==> src/rtl/irq_route_pkg.sv <==
package irq_route_pkg;
    typedef enum logic [1:0] {
        ST_IDLE    = 2'd0,
        ST_RESOLVE = 2'd1,
        ST_SEND    = 2'd2,
        ST_DONE    = 2'd3
    } route_state_e;

    localparam logic [2:0] DM_FIXED  = 3'b000;
    localparam logic [2:0] DM_LOWEST = 3'b001;
endpackage

==> src/rtl/irq_lsb_pick.sv <==
module irq_lsb_pick #(
    parameter int W = 4
) (
    input  logic [W-1:0] vec_in,
    output logic [W-1:0] onehot
);
    always_comb begin
        logic found;
        found  = 1'b0;
        onehot = '0;
        for (int i = 0; i < W; i++) begin
            if (vec_in[i] && !found) begin
                onehot[i] = 1'b1;
                found     = 1'b1;
            end
        end
    end
endmodule

==> src/rtl/irq_dest_match.sv <==
module irq_dest_match #(
    parameter int N_CPU = 4,
    parameter int ID_W  = 8
) (
    input  logic [ID_W-1:0]       dest,
    input  logic                  logical,
    input  logic [N_CPU-1:0]      present,
    input  logic [N_CPU*ID_W-1:0] phys_ids,
    input  logic [N_CPU*ID_W-1:0] log_ids,
    output logic [N_CPU-1:0]      mask
);
    localparam logic [ID_W-1:0] ALL_ID = {ID_W{1'b1}};

    logic [N_CPU-1:0] phys_hit;
    logic [N_CPU-1:0] phys_first;
    logic [N_CPU-1:0] log_hit;

    for (genvar g = 0; g < N_CPU; g++) begin : g_cmp
        assign phys_hit[g] = present[g] && (phys_ids[g*ID_W +: ID_W] == dest);
        assign log_hit[g]  = present[g] && ((log_ids[g*ID_W +: ID_W] & dest) != '0);
    end

    irq_lsb_pick #(.W(N_CPU)) u_first (
        .vec_in (phys_hit),
        .onehot (phys_first)
    );

    always_comb begin
        if (logical) begin
            mask = (dest == '0) ? '0 : log_hit;
        end else if (dest == ALL_ID) begin
            mask = present;
        end else begin
            mask = phys_first;
        end
    end
endmodule

==> src/rtl/irq_prio_pick.sv <==
module irq_prio_pick #(
    parameter int N_CPU  = 4,
    parameter int PRIO_W = 4
) (
    input  logic [N_CPU-1:0]        cand,
    input  logic [N_CPU*PRIO_W-1:0] prio,
    output logic [N_CPU-1:0]        winner
);
    localparam int IDX_W = (N_CPU > 1) ? $clog2(N_CPU) : 1;

    always_comb begin
        logic              have;
        logic [PRIO_W-1:0] best_p;
        logic [IDX_W-1:0]  best_i;
        have   = 1'b0;
        best_p = '0;
        best_i = '0;
        for (int i = 0; i < N_CPU; i++) begin
            if (cand[i] && (!have || (prio[i*PRIO_W +: PRIO_W] < best_p))) begin
                have   = 1'b1;
                best_p = prio[i*PRIO_W +: PRIO_W];
                best_i = IDX_W'(i);
            end
        end
        winner = '0;
        if (have) winner[best_i] = 1'b1;
    end
endmodule

==> src/rtl/irq_route_dispatch.sv <==
module irq_route_dispatch
    import irq_route_pkg::*;
#(
    parameter int N_CPU  = 4,
    parameter int ID_W   = 8,
    parameter int VEC_W  = 8,
    parameter int PRIO_W = 4,
    parameter int PIN_W  = 5
) (
    input  logic                    clk,
    input  logic                    rst_n,
    input  logic                    req_valid,
    input  logic [ID_W-1:0]         req_dest,
    input  logic                    req_logical,
    input  logic [2:0]              req_dmode,
    input  logic [VEC_W-1:0]        req_vector,
    input  logic                    req_level,
    input  logic [PIN_W-1:0]        req_pin,
    input  logic [N_CPU-1:0]        cpu_present,
    input  logic [N_CPU*ID_W-1:0]   cpu_phys_id,
    input  logic [N_CPU*ID_W-1:0]   cpu_log_id,
    input  logic [N_CPU*PRIO_W-1:0] cpu_prio,
    output logic                    busy,
    output logic [N_CPU-1:0]        inj_strobe,
    output logic [VEC_W-1:0]        inj_vector,
    output logic                    inj_level,
    output logic                    done,
    output logic                    delivered
);
    localparam logic [N_CPU-1:0] CPU0_ONLY = N_CPU'(1);

    route_state_e state_q, state_d;

    logic [ID_W-1:0]  dest_q;
    logic             logical_q;
    logic [2:0]       dmode_q;
    logic [VEC_W-1:0] vector_q;
    logic             level_q;
    logic             pin_zero_q;
    logic [N_CPU-1:0] tgt_q;
    logic             sent_q;

    logic [N_CPU-1:0] dest_mask;
    logic [N_CPU-1:0] prio_win;
    logic [N_CPU-1:0] final_set;
    logic [N_CPU-1:0] send_pick;
    logic [N_CPU-1:0] tgt_left;
    logic             accept;

    assign accept = (state_q == ST_IDLE) && req_valid;

    irq_dest_match #(.N_CPU(N_CPU), .ID_W(ID_W)) u_match (
        .dest     (dest_q),
        .logical  (logical_q),
        .present  (cpu_present),
        .phys_ids (cpu_phys_id),
        .log_ids  (cpu_log_id),
        .mask     (dest_mask)
    );

    irq_prio_pick #(.N_CPU(N_CPU), .PRIO_W(PRIO_W)) u_prio (
        .cand   (dest_mask),
        .prio   (cpu_prio),
        .winner (prio_win)
    );

    irq_lsb_pick #(.W(N_CPU)) u_next (
        .vec_in (tgt_q),
        .onehot (send_pick)
    );

    assign tgt_left = tgt_q & ~send_pick;

    // Target set for the resolve step, pin 0 override applied after the empty check
    always_comb begin
        final_set = '0;
        if (dest_mask != '0) begin
            unique case (dmode_q)
                DM_FIXED:  final_set = pin_zero_q ? (CPU0_ONLY & cpu_present) : dest_mask;
                DM_LOWEST: final_set = pin_zero_q ? (CPU0_ONLY & cpu_present) : prio_win;
                default:   final_set = '0;
            endcase
        end
    end

    // Next-state logic
    always_comb begin
        state_d = state_q;
        unique case (state_q)
            ST_IDLE:    if (req_valid) state_d = ST_RESOLVE;
            ST_RESOLVE: state_d = (final_set != '0) ? ST_SEND : ST_DONE;
            ST_SEND:    if (tgt_left == '0) state_d = ST_DONE;
            ST_DONE:    state_d = ST_IDLE;
            default:    state_d = ST_IDLE;
        endcase
    end

    // State register
    always_ff @(posedge clk or negedge rst_n) begin
        if (!rst_n) state_q <= ST_IDLE;
        else        state_q <= state_d;
    end

    // Request latch and target bookkeeping
    always_ff @(posedge clk or negedge rst_n) begin
        if (!rst_n) begin
            dest_q     <= '0;
            logical_q  <= 1'b0;
            dmode_q    <= DM_FIXED;
            vector_q   <= '0;
            level_q    <= 1'b0;
            pin_zero_q <= 1'b0;
            tgt_q      <= '0;
            sent_q     <= 1'b0;
        end else begin
            if (accept) begin
                dest_q     <= req_dest;
                logical_q  <= req_logical;
                dmode_q    <= req_dmode;
                vector_q   <= req_vector;
                level_q    <= req_level;
                pin_zero_q <= (req_pin == '0);
                sent_q     <= 1'b0;
            end
            if (state_q == ST_RESOLVE) tgt_q <= final_set;
            if (state_q == ST_SEND) begin
                tgt_q  <= tgt_left;
                sent_q <= 1'b1;
            end
        end
    end

    // Outputs
    always_comb begin
        busy       = (state_q != ST_IDLE);
        inj_strobe = (state_q == ST_SEND) ? send_pick : '0;
        inj_vector = vector_q;
        inj_level  = level_q;
        done       = (state_q == ST_DONE);
        delivered  = (state_q == ST_DONE) && sent_q;
    end
endmodule

==> config.mk <==
export PLATFORM = sky130hd
export DESIGN_NAME = irq_route_dispatch
export DESIGN_NICKNAME = d
export VERILOG_FILES = /design/src/rtl/irq_route_pkg.sv /design/src/rtl/irq_lsb_pick.sv /design/src/rtl/irq_dest_match.sv /design/src/rtl/irq_prio_pick.sv /design/src/rtl/irq_route_dispatch.sv
export SDC_FILE = /design/constraint.sdc
export NUM_CORES = 1
export LEC_CHECK = 0
export ABC_CLOCK_PERIOD_IN_PS = 6250
export CAP_MARGIN = 10
export CORE_ASPECT_RATIO = 1.1
export CORE_MARGIN = 4
export CORE_UTILIZATION = 30
export CTS_BUF_LIST = sky130_fd_sc_hd__clkbuf_8 sky130_fd_sc_hd__clkbuf_16
export DETAILED_ROUTE_END_ITERATION = 16
export MAX_ROUTING_LAYER = met4
export PLACE_DENSITY_LB_ADDON = 0.12
export RECOVER_POWER = 25
export SLEW_MARGIN = 5
export SYNTH_ARGS = -nofsm -noshare
export SYNTH_HDL_FRONTEND = slang
export SYNTH_SLANG_ARGS = --single-unit
==> constraint.sdc <==
create_clock -name clk -period 6.25 [get_ports clk]
set_input_delay 0.625 -clock clk [delete_from_list [all_inputs] [get_ports clk]]
set_output_delay 0.625 -clock clk [all_outputs]
set_load 0.01 [all_outputs]
[After elaboration in Yosys (flattened, before gate mapping)]
Cells that the tools add are included.
Cells by class
  order comparisons: 5
  equality and inequality tests: 11
  mux-type cells: 41
  bitwise logic cells: 6
  reductions and logical operators: 47
Operators with widths (count)
  $mux 4: 13
  $and 8x8->8: 4
  $eq 8x8->1: 4
  $reduce_bool 8->1: 4
  $mux 1: 21
  $logic_and 1x1->1: 20
  $lt 4x4->1: 3
  $logic_not 1->1: 9
  $eq 8x8->1 const B: 1
  $logic_not 8->1: 1
  $mux 2: 4
  $pmux 2 s4: 1
  $pmux 4 s2: 1
  $reduce_bool 4->1: 2
  $reduce_bool 2->1: 3
  $logic_not 5->1: 1
  $and 4x4->4: 1
  $eq 2x2->1 const B: 2
  $logic_not 4->1: 1
  $ne 2x2->1 const B: 2
  $not 4->4: 1
  $eq 3x1->1 const B: 1
  $logic_not 3->1: 1
  $logic_or 1x1->1: 3
  6 further kinds: 6
Word-level totals
  register bits: 29
  input port bits: 113
  output and inout bits: 16
  logic and storage cells: 119

[Logic depth before layout (Yosys ltp)]
Gate-level depths: netlist of the first run.
  depth in word-level cells: 38
  mapped depth: 32
  mapped depth without buffers: 30

[By module]
A second synthesis of the first run with hierarchy kept.
Unflattened totals
  cell total of the unflattened synthesis: 285
  area total of the unflattened synthesis: 2716.4 um2
Modules (own cells, without submodules)
  irq_route_dispatch: instances 1, cells an instance 108, area an instance 1387.6 um2, sequential area each 725.7 um2
  irq_dest_match: instances 1, cells an instance 90, area an instance 689.4 um2, sequential area each 0.0 um2
  irq_prio_pick: instances 1, cells an instance 79, area an instance 566.8 um2, sequential area each 0.0 um2
  irq_lsb_pick: instances 2, cells an instance 4, area an instance 36.3 um2, sequential area each 0.0 um2

[Worst setup path before layout of the first run]
OpenSTA, ideal clock, no wires.
  path kind: input port to flip-flop
  start point: in cpu_phys_id[5]
  end point: reg state_q[0]
  library setup time: 0.092 ns
  arrival time: 6.133 ns
  data required time: 6.158 ns
  setup slack: 0.026 ns
  cell stages on the path: 29
  path buffers: 1
  cell sequence: xor2_1 nor4_4 nand2_1 o21ai_2 and2_1 inv_1 ha_1 a21o_1 a21oi_1 o21ai_0 a21oi_1 mux2i_1 ha_1 a21o_1 a21oi_1 nand2_1 o21ai_0 nand2b_1 buf_2 nand2_1 o21ai_0 ha_1 a2111o_1 o21ai_0 o32ai_1 o31a_1 or2_1 a311o_1 o31ai_2
Between the ends
  word-level cells in the longest chain between the ends: 29
  elaborated cells on any way between the ends: 52
  those cells by class: order compare: 5; eq/ne: 1; mux: 27; reduce/logical: 19
RTL lines
  from (decl): line irq_route_dispatch.sv:20  | input logic [N_CPU*ID_W-1:0] cpu_phys_id,
  $eq 8x8->1 (*): line irq_dest_match.sv:19  | assign phys_hit[g] = present[g] && (phys_ids[g*ID_W +: ID_W] == dest);
  $logic_and 1x1->1 (*): line irq_dest_match.sv:19
  $mux 1 (*): line irq_lsb_pick.sv:12  | if (vec_in[i] && !found) begin
  $mux 4 (*): line irq_dest_match.sv:31  | end else if (dest == ALL_ID) begin
  $mux 4 (*): line irq_dest_match.sv:29  | if (logical) begin
  $mux 4, or another cell as far along: line irq_prio_pick.sv:19  | if (cand[i] && (!have || (prio[i*PRIO_W +: PRIO_W] < best_p))) begin
  $lt 4x4->1, or another cell as far along: line irq_prio_pick.sv:19
  $logic_or 1x1->1 / $mux 4 (equally long branches): line irq_prio_pick.sv:19, irq_dest_match.sv:29
  [... 13 more ...]
  $demux 1 s2
  $mux 4: line irq_prio_pick.sv:26  | if (have) winner[best_i] = 1'b1;
  $mux 4: line irq_route_dispatch.sv:80  | DM_LOWEST: final_set = pin_zero_q ? (CPU0_ONLY & cpu_present) : prio_win;
  $pmux 4 s2: line irq_route_dispatch.sv:78  | unique case (dmode_q)
  $mux 4 (*): line irq_route_dispatch.sv:77  | if (dest_mask != '0) begin
  $reduce_bool 4->1 (*): line irq_route_dispatch.sv:91  | ST_RESOLVE: state_d = (final_set != '0) ? ST_SEND : ST_DONE;
  $mux 1 (*): line irq_route_dispatch.sv:91
  $pmux 2 s4 (*): line irq_route_dispatch.sv:89  | unique case (state_q)
  to (signal assigned): line irq_route_dispatch.sv:101  | else state_q <= state_d;
  to (decl): line irq_route_dispatch.sv:32  | route_state_e state_q, state_d;
Every way passes the cells marked *; elsewhere a longest branch is shown, timed or not.
A chain may end at the register's enable or synchronous reset.

[Worst setup path after layout of the first run]
  start point: reg dest_q[4]
  end point: reg tgt_q[0]
Between the ends
  word-level cells in the longest chain between the ends: 28
  elaborated cells on any way between the ends: 72
  those cells by class: order compare: 5; eq/ne: 5; mux: 28; bitwise: 4; reduce/logical: 30
RTL lines
  from (decl): line irq_route_dispatch.sv:34  | logic [ID_W-1:0] dest_q;
  from (signal assigned): line irq_route_dispatch.sv:117  | dest_q <= req_dest;
  $eq 8x8->1 / $and 8x8->8 (equally long branches): line irq_dest_match.sv:19, irq_dest_match.sv:20
  $logic_and 1x1->1 / $reduce_bool 8->1 (equally long branches): line irq_dest_match.sv:19, irq_dest_match.sv:20
  $mux 1 / $logic_and 1x1->1 (equally long branches): line irq_lsb_pick.sv:12, irq_dest_match.sv:20
  $mux 4, or another cell as far along: line irq_dest_match.sv:31
  $mux 4 (*): line irq_dest_match.sv:29
  $mux 4, or another cell as far along: line irq_prio_pick.sv:19
  $lt 4x4->1, or another cell as far along: line irq_prio_pick.sv:19
  $logic_or 1x1->1 / $mux 4 (equally long branches): line irq_prio_pick.sv:19, irq_dest_match.sv:29
  [... 12 more ...]
  $mux 1 (implied by the code): line irq_prio_pick.sv:26
  $demux 1 s2
  $mux 4: line irq_prio_pick.sv:26
  $mux 4: line irq_route_dispatch.sv:80
  $pmux 4 s2: line irq_route_dispatch.sv:78
  $mux 4 (*): line irq_route_dispatch.sv:77
  $mux 4 (*): line irq_route_dispatch.sv:125  | if (state_q == ST_RESOLVE) tgt_q <= final_set;
  $mux 4 (*): line irq_route_dispatch.sv:126  | if (state_q == ST_SEND) begin
  to (signal assigned): line irq_route_dispatch.sv:125
  to (signal assigned): line irq_route_dispatch.sv:127  | tgt_q <= tgt_left;
  to (decl): line irq_route_dispatch.sv:40  | logic [N_CPU-1:0] tgt_q;
Every way passes the cells marked *; elsewhere a longest branch is shown, timed or not. The select of a mux whose other input is x is not followed.

==> results of run 1 <==
-- layout make-up --
class	instances	area, um2
clock inverters	1	5.005
inverters	10	37.54
fillers	802	3911
flip-flops and latches	29	730.7
clock buffers	7	96.34
well taps	111	138.9
multi-input cells	218	1877
repair buffers	170	1612
-- worst reg2reg max path, stage by stage, from the launching register on --
cell      delay [ps]
dfrtp_2          460
or4_4            560
o211ai_1         190
o22a_2           200
o21ai_4           70
buf_4            140
and2_1           160
inv_1             90
ha_4             210
a21oi_2          160
o21ai_1          100
a21oi_2          220
mux2i_2          270
ha_1             280
a21o_1           190
a21oi_2          160
nand2_1           90
o21ai_2          160
nand2b_1         160
nand2_1          100
o21ai_1           70
ha_1             280
a2111o_1         450
buf_4            150
o31a_1           270
or2_1            250
a32o_2           270
a22o_1           200
-- layer usage --
layer	share of wire (%)	up-vias	GRT usage [%]
met5	0	-	-
met4	0.67	0	2.608
met3	5.6	10	3.971
met2	49	89	28.60
met1	45	1251	22.01
li1	-	1341	-
-- per-stage QoR --
step	TNS (ps)	instances	utilization (%)	hold WS, ps
after floorplan	0	271	-	329.4
after global placement	-559.2	529	49.70	456.2
after detailed placement	-1725	529	49.70	462.4
after CTS	0	541	51.47	476.6
after global routing	-141.1	546	53.48	494.7
final	0	546	53.48	469.7
-- synthesized netlist by cell type (4+ instances only) --
cell type	n	area (um2)
nor3_1	4	20.02
a21oi_1	9	45.04
buf_4	7	52.55
nand3_1	4	20.02
and2_1	5	31.28
ha_1	14	175.2
inv_1	10	37.54
mux2_2	21	236.5
nand2_1	15	56.30
a21o_1	5	37.54
nand4_1	7	43.79
a22oi_1	14	105.1
nor2_1	11	41.29
xnor2_1	17	148.9
o21ai_0	13	65.06
xor2_1	15	131.4
dfrtp_1	29	725.7
clkbuf_1	4	15.01
-- power by group --
part	leakage, uW	internal [uW]	switching, uW
clock network	0.0000542	99.3	69.9
registers	0.000347	281	107
logic	0.00145	587	495
total	0.00185	968	673
-- sequential cells by signal (all words and copies together) (netlist names) --
| name | flops |
|---|---|
| sent_q | 1 |
| inj_level | 1 |
| logical_q | 1 |
| state_q | 2 |
| inj_vector | 8 |
| pin_zero_q | 1 |
| dmode_q | 3 |
| tgt_q | 4 |
| dest_q | 8 |
-- worst min-delay path by stage --
stage               slack [ps]  depth (start not counted)         to  startpoint
CTS                        480                          1     sent_q      sent_q
detailed placement         460                          1     sent_q      sent_q
global placement           460                          1     sent_q      sent_q
finish                     470                          1     sent_q      sent_q
global route               490                          1     sent_q      sent_q
floorplan                  330                          0  dest_q[0]       rst_n
-- cells by family (layout without fill, tap and decap cells) --
group | count (synthesis) | count (layout)
AO/OA/AOI/OAI | 75 | 75
XOR/XNOR | 32 | 32
adder cells (fa/ha/maj) | 15 | 15
buffers and inverters | 24 | 188
flip-flops | 29 | 29
multiplexers | 24 | 24
AND/OR/NAND/NOR | 72 | 72
-- repair_timing --
action / in CTS / in global routing
pin swaps: 6 / 17
resized for setup: 7 / 33
endpoints found under the setup margin: 3 / 5
buffers inserted: 4 / 5
==> flow_summary.ini, run 1 <==
[detailed_routing]
route.final.wire_length_um = 8852
avgRoutedWirePerCell_um = 16.21
ant_nets = 0
drtPass1Iterations = 4
routed-via-count = 2691
first_iter_violations = 90
route.detailed.drc = 0
avgViaCountPerCell = 4.929

[timing]
setup_viol = 0
final.setup.worst_slack_ps = 245.7
max_freq_mhz = 166.5
tightest_slew_ps = 1615
slew_headroom_pct = -7.674
fin_skew_ps = 6.660
min_period_ps = 6004
hold_viol_final = 0
period_share_pct = 96.07
report.final.slew_viol_count = 30

[setup_path]
crit_path_start_kind = register
slowest_stage = or4_4
crit_fanout = 6
critPathKind = reg -> reg
cp_top_family = compound AO/OA/AOI/OAI gates
slowest_delay_ps = 560
r2r_slack_ps = 250
worstReg2RegEnd = tgt_q[0]
rr_worst_depth = 27
endpoint_kind = register
cp_common_cell = a21oi_2
critical_path_depth = 27
crit_buf_inv = 3
startpoint = dest_q[4]
endpoint = tgt_q[0]
r2r_start = dest_q[4]
worstPathRequired_ps = 6420
worstPathArrival_ps = 6170

[synthesis]
synthXorXnorAreaFrac_pct = 10.75
syn_area_per_cell_um2 = 9.617
synth_top_family_by_area = compound AO/OA/AOI/OAI gates
yosys_warnings = 0
synth_ff_type = dfrtp_1
ys_seq_area_share_pct = 27.84
synth-seq-cells = 29
netlist_area_um2 = 2606
yosys.area_share.simple_pct = 17.28
netlist_instances = 271
synth_compound_area_share_pct = 21.70
synthDistinctLibCells = 63
synth_fa_ha_area_share_pct = 7.105
syn_nets = 398
synthArstFlopShare_pct = 100.0
synth.area.mux_share_pct = 10.23
synth_edf_count = 0

[grt]
grt_overflow_total = 0
grt_pass1_vias = 2784
grt_pass1_wl_um = 14150
antenna_found_initial = 0
grt_max_degree = 30
grt_usage_pct = 17.26

[layout]
nets = 561
syn_to_final_growth_pct = 72.54
mostFrequentLayoutCells = clkdlybuf4s50_1 (121), buf_4 (40), dfrtp_1 (25), mux2_2 (21), xnor2_1 (17)
final_common_cell = clkdlybuf4s50_1
drive_gt1_share_pct = 25.52
antenna_cells = 0
final_area_um2 = 4497

[floorplanning]
dieArea_um2 = 10240
die_w_um = 96.87
die_y_um = 105.8
row_count = 35
floorplan.initialDensity_pct = 31.00
core_area_um2 = 8408
pin_count = 129

[cts]
cts_max_path_buffers = 2
holdBufCountCts = 0
clkTransAtPathRegs_ps = 70
insertion_delay_ps = 280
clockRootBuffer = clkbuf_8
cts_made_buffers = 5
cts_tree = done
htreeDepth = 2
clock-sinks = 29

[placed_design]
gp_congestion = 0.8405
pre_cts_ws_ps = -480.6
hpwlAfterDp_um = 6998
numPortBuffers = 128
placement.cell_area_um2 = 4179

[power_and_ir_drop]
power.leakage_uw = 0.001854
vdd_drop_max_uv = 246.4
finalPower_uw = 1641
power_density_nw_per_um2 = 364.8

[run_status]
failed_checks = max-capacitance violations, max-slew violations
status = finished, violations left

[worst_hold_path]
min_path_type = reg -> reg

[flow_run]
cap_violations = 1
(Power assumes the default switching activity.)
==> run 2: changes to the inputs <==
- CORE_UTILIZATION: 30 -> 37
==> flow_summary.ini, run 2 (synthesized netlist as in run 1, its figures left out) <==
[run_status]
status = finished, violations left
failed_checks = max-capacitance violations, max-slew violations

[detailed_routing]
routed-via-count = 2700
ant_nets = 0
route.final.wire_length_um = 8349
route.detailed.drc = 0
drtPass1Iterations = 5
first_iter_violations = 58
avgViaCountPerCell = 5.273
avgRoutedWirePerCell_um = 16.31

[flow_run]
cap_violations = 1

[layout]
antenna_cells = 0
final_common_cell = clkdlybuf4s50_1
nets = 556
fillers = 600
mostFrequentLayoutCells = clkdlybuf4s50_1 (127), buf_4 (35), dfrtp_1 (29), mux2_2 (21), xnor2_1 (17)
instances_no_fill = 512
drive_gt1_share_pct = 21.16
syn_to_final_growth_pct = 65.72
final_area_um2 = 4319

[worst_hold_path]
min_path_type = reg -> reg
whs_path_depth = 1

[grt]
grt_pass1_vias = 2804
grt_overflow_total = 0
grt_usage_pct = 20.29
grt_pass1_wl_um = 12940
grt_max_degree = 30
antenna_found_initial = 0

[setup_path]
endpoint_kind = register
cp_top_family = compound AO/OA/AOI/OAI gates
slowest_delay_ps = 430
critical_path_depth = 28
crit_buf_inv = 3
rr_worst_depth = 27
critPathKind = in -> reg
worstPathRequired_ps = 6440
slowest_stage = a2111o_1
worstPathArrival_ps = 6250
crit_path_start_kind = primary input
crit_fanout = 7

[cts]
clkTransAtPathRegs_ps = 70
cts_max_path_buffers = 2
cts_made_buffers = 5
insertion_delay_ps = 280
cts_tree = done
htreeDepth = 2
clock-sinks = 29
clockRootBuffer = clkbuf_8

[placed_design]
hpwlAfterDp_um = 6724
placement.cell_area_um2 = 4120
gp_congestion = 0.8158
dp.cells = 497
numPortBuffers = 128

[floorplanning]
core_area_um2 = 6710
die_y_um = 96.03
pin_count = 129
dieArea_um2 = 8452
floorplan.initialDensity_pct = 38.84
die_w_um = 88.02
row_count = 31

[power_and_ir_drop]
power.leakage_uw = 0.001759
power_density_nw_per_um2 = 364.7
vdd_drop_max_uv = 265.6
finalPower_uw = 1575

[timing]
hold_viol_final = 0
setup_viol = 0
tns_ps = 0
report.final.slew_viol_count = 30
period_share_pct = 96.89
max_freq_mhz = 165.1
fin_skew_ps = 7.893
min_period_ps = 6056
slew_headroom_pct = -4.517
hold_slack_ps = 476.6
tightest_slew_ps = 1568
-- run 2: report_power, final --
part,leakage (uW),internal (uW),switching (uW)
Clock,0.0000439,76.7,75.6
Sequential,0.000351,278,99.7
Combinational,0.00136,566,479
-- run 2: worst register-to-register path, stage by stage, from the launching register on --
cell,delay (ps)
dfrtp_1,440
or4_4,570
o211ai_1,190
o22a_2,200
o21ai_4,60
buf_4,130
and2_1,160
inv_1,90
ha_4,210
a21oi_2,160
o21ai_1,110
a21oi_2,230
mux2i_1,260
ha_1,280
a21o_1,170
a21oi_2,170
nand2_1,90
o21ai_2,190
nand2b_4,100
nand2_1,60
o21ai_1,60
ha_1,280
a2111o_1,430
buf_4,150
o31a_1,270
or2_1,260
a311o_1,370
o31ai_2,190
-- run 2: final timing paths --
| kind | end | slack, ps | from |
|---|---|---|---|
| hold reg to reg | sent_q | 480 | sent_q |
| setup / recovery | state_q[0] | 190 | cpu_phys_id[1] |
| setup reg to reg | state_q[0] | 300 | dest_q[4] |
| hold / removal | sent_q | 480 | sent_q |
| min in group asynchronous | inj_vector[4] | 1250 | rst_n |
| max in group asynchronous | dest_q[4] | 4070 | rst_n |
-- run 2: layout make-up --
class / instances / area (um2) / share of cell area, %
Clock buffer: 5 / 68.82 / 1.593
Timing Repair Buffer: 165 / 1559 / 36.10
Clock inverter: 3 / 17.52 / 0.4056
Tap cell: 82 / 102.6 / 2.375
Inverter: 10 / 37.54 / 0.8691
Sequential cell: 29 / 725.7 / 16.80
Multi-Input combinational cell: 218 / 1808 / 41.86
-- run 2: per-layer routing --
metal | wire [um] | vias to the layer above | track usage, %
li1 | - | 1334 | -
met2 | 4117 | 87 | 34.23
met3 | 541 | 11 | 4.366
met5 | 0 | - | -
met1 | 3563 | 1268 | 24.46
met4 | 127 | 0 | 5.793
-- run 2: timing repair --
| item | 4_1_cts | 5_1_grt |
|---|---|---|
| pin swaps | 1 | 9 |
| endpoints found under the setup margin | 3 | 5 |
| resized for setup | 2 | 15 |
| setup buffers | 2 | 5 |
| endpoints found under the hold margin | 0 | 0 |
| hold buffers | 0 | 0 |
-- run 2: through the flow --
step | util [%] | setup WS (ps)
after floorplan | - | 25.73
after global placement | 61.40 | -175.2
after detailed placement | 61.40 | -417.4
after CTS | 62.97 | 28.86
after global routing | 64.37 | -48.91
final | 64.37 | 194.2
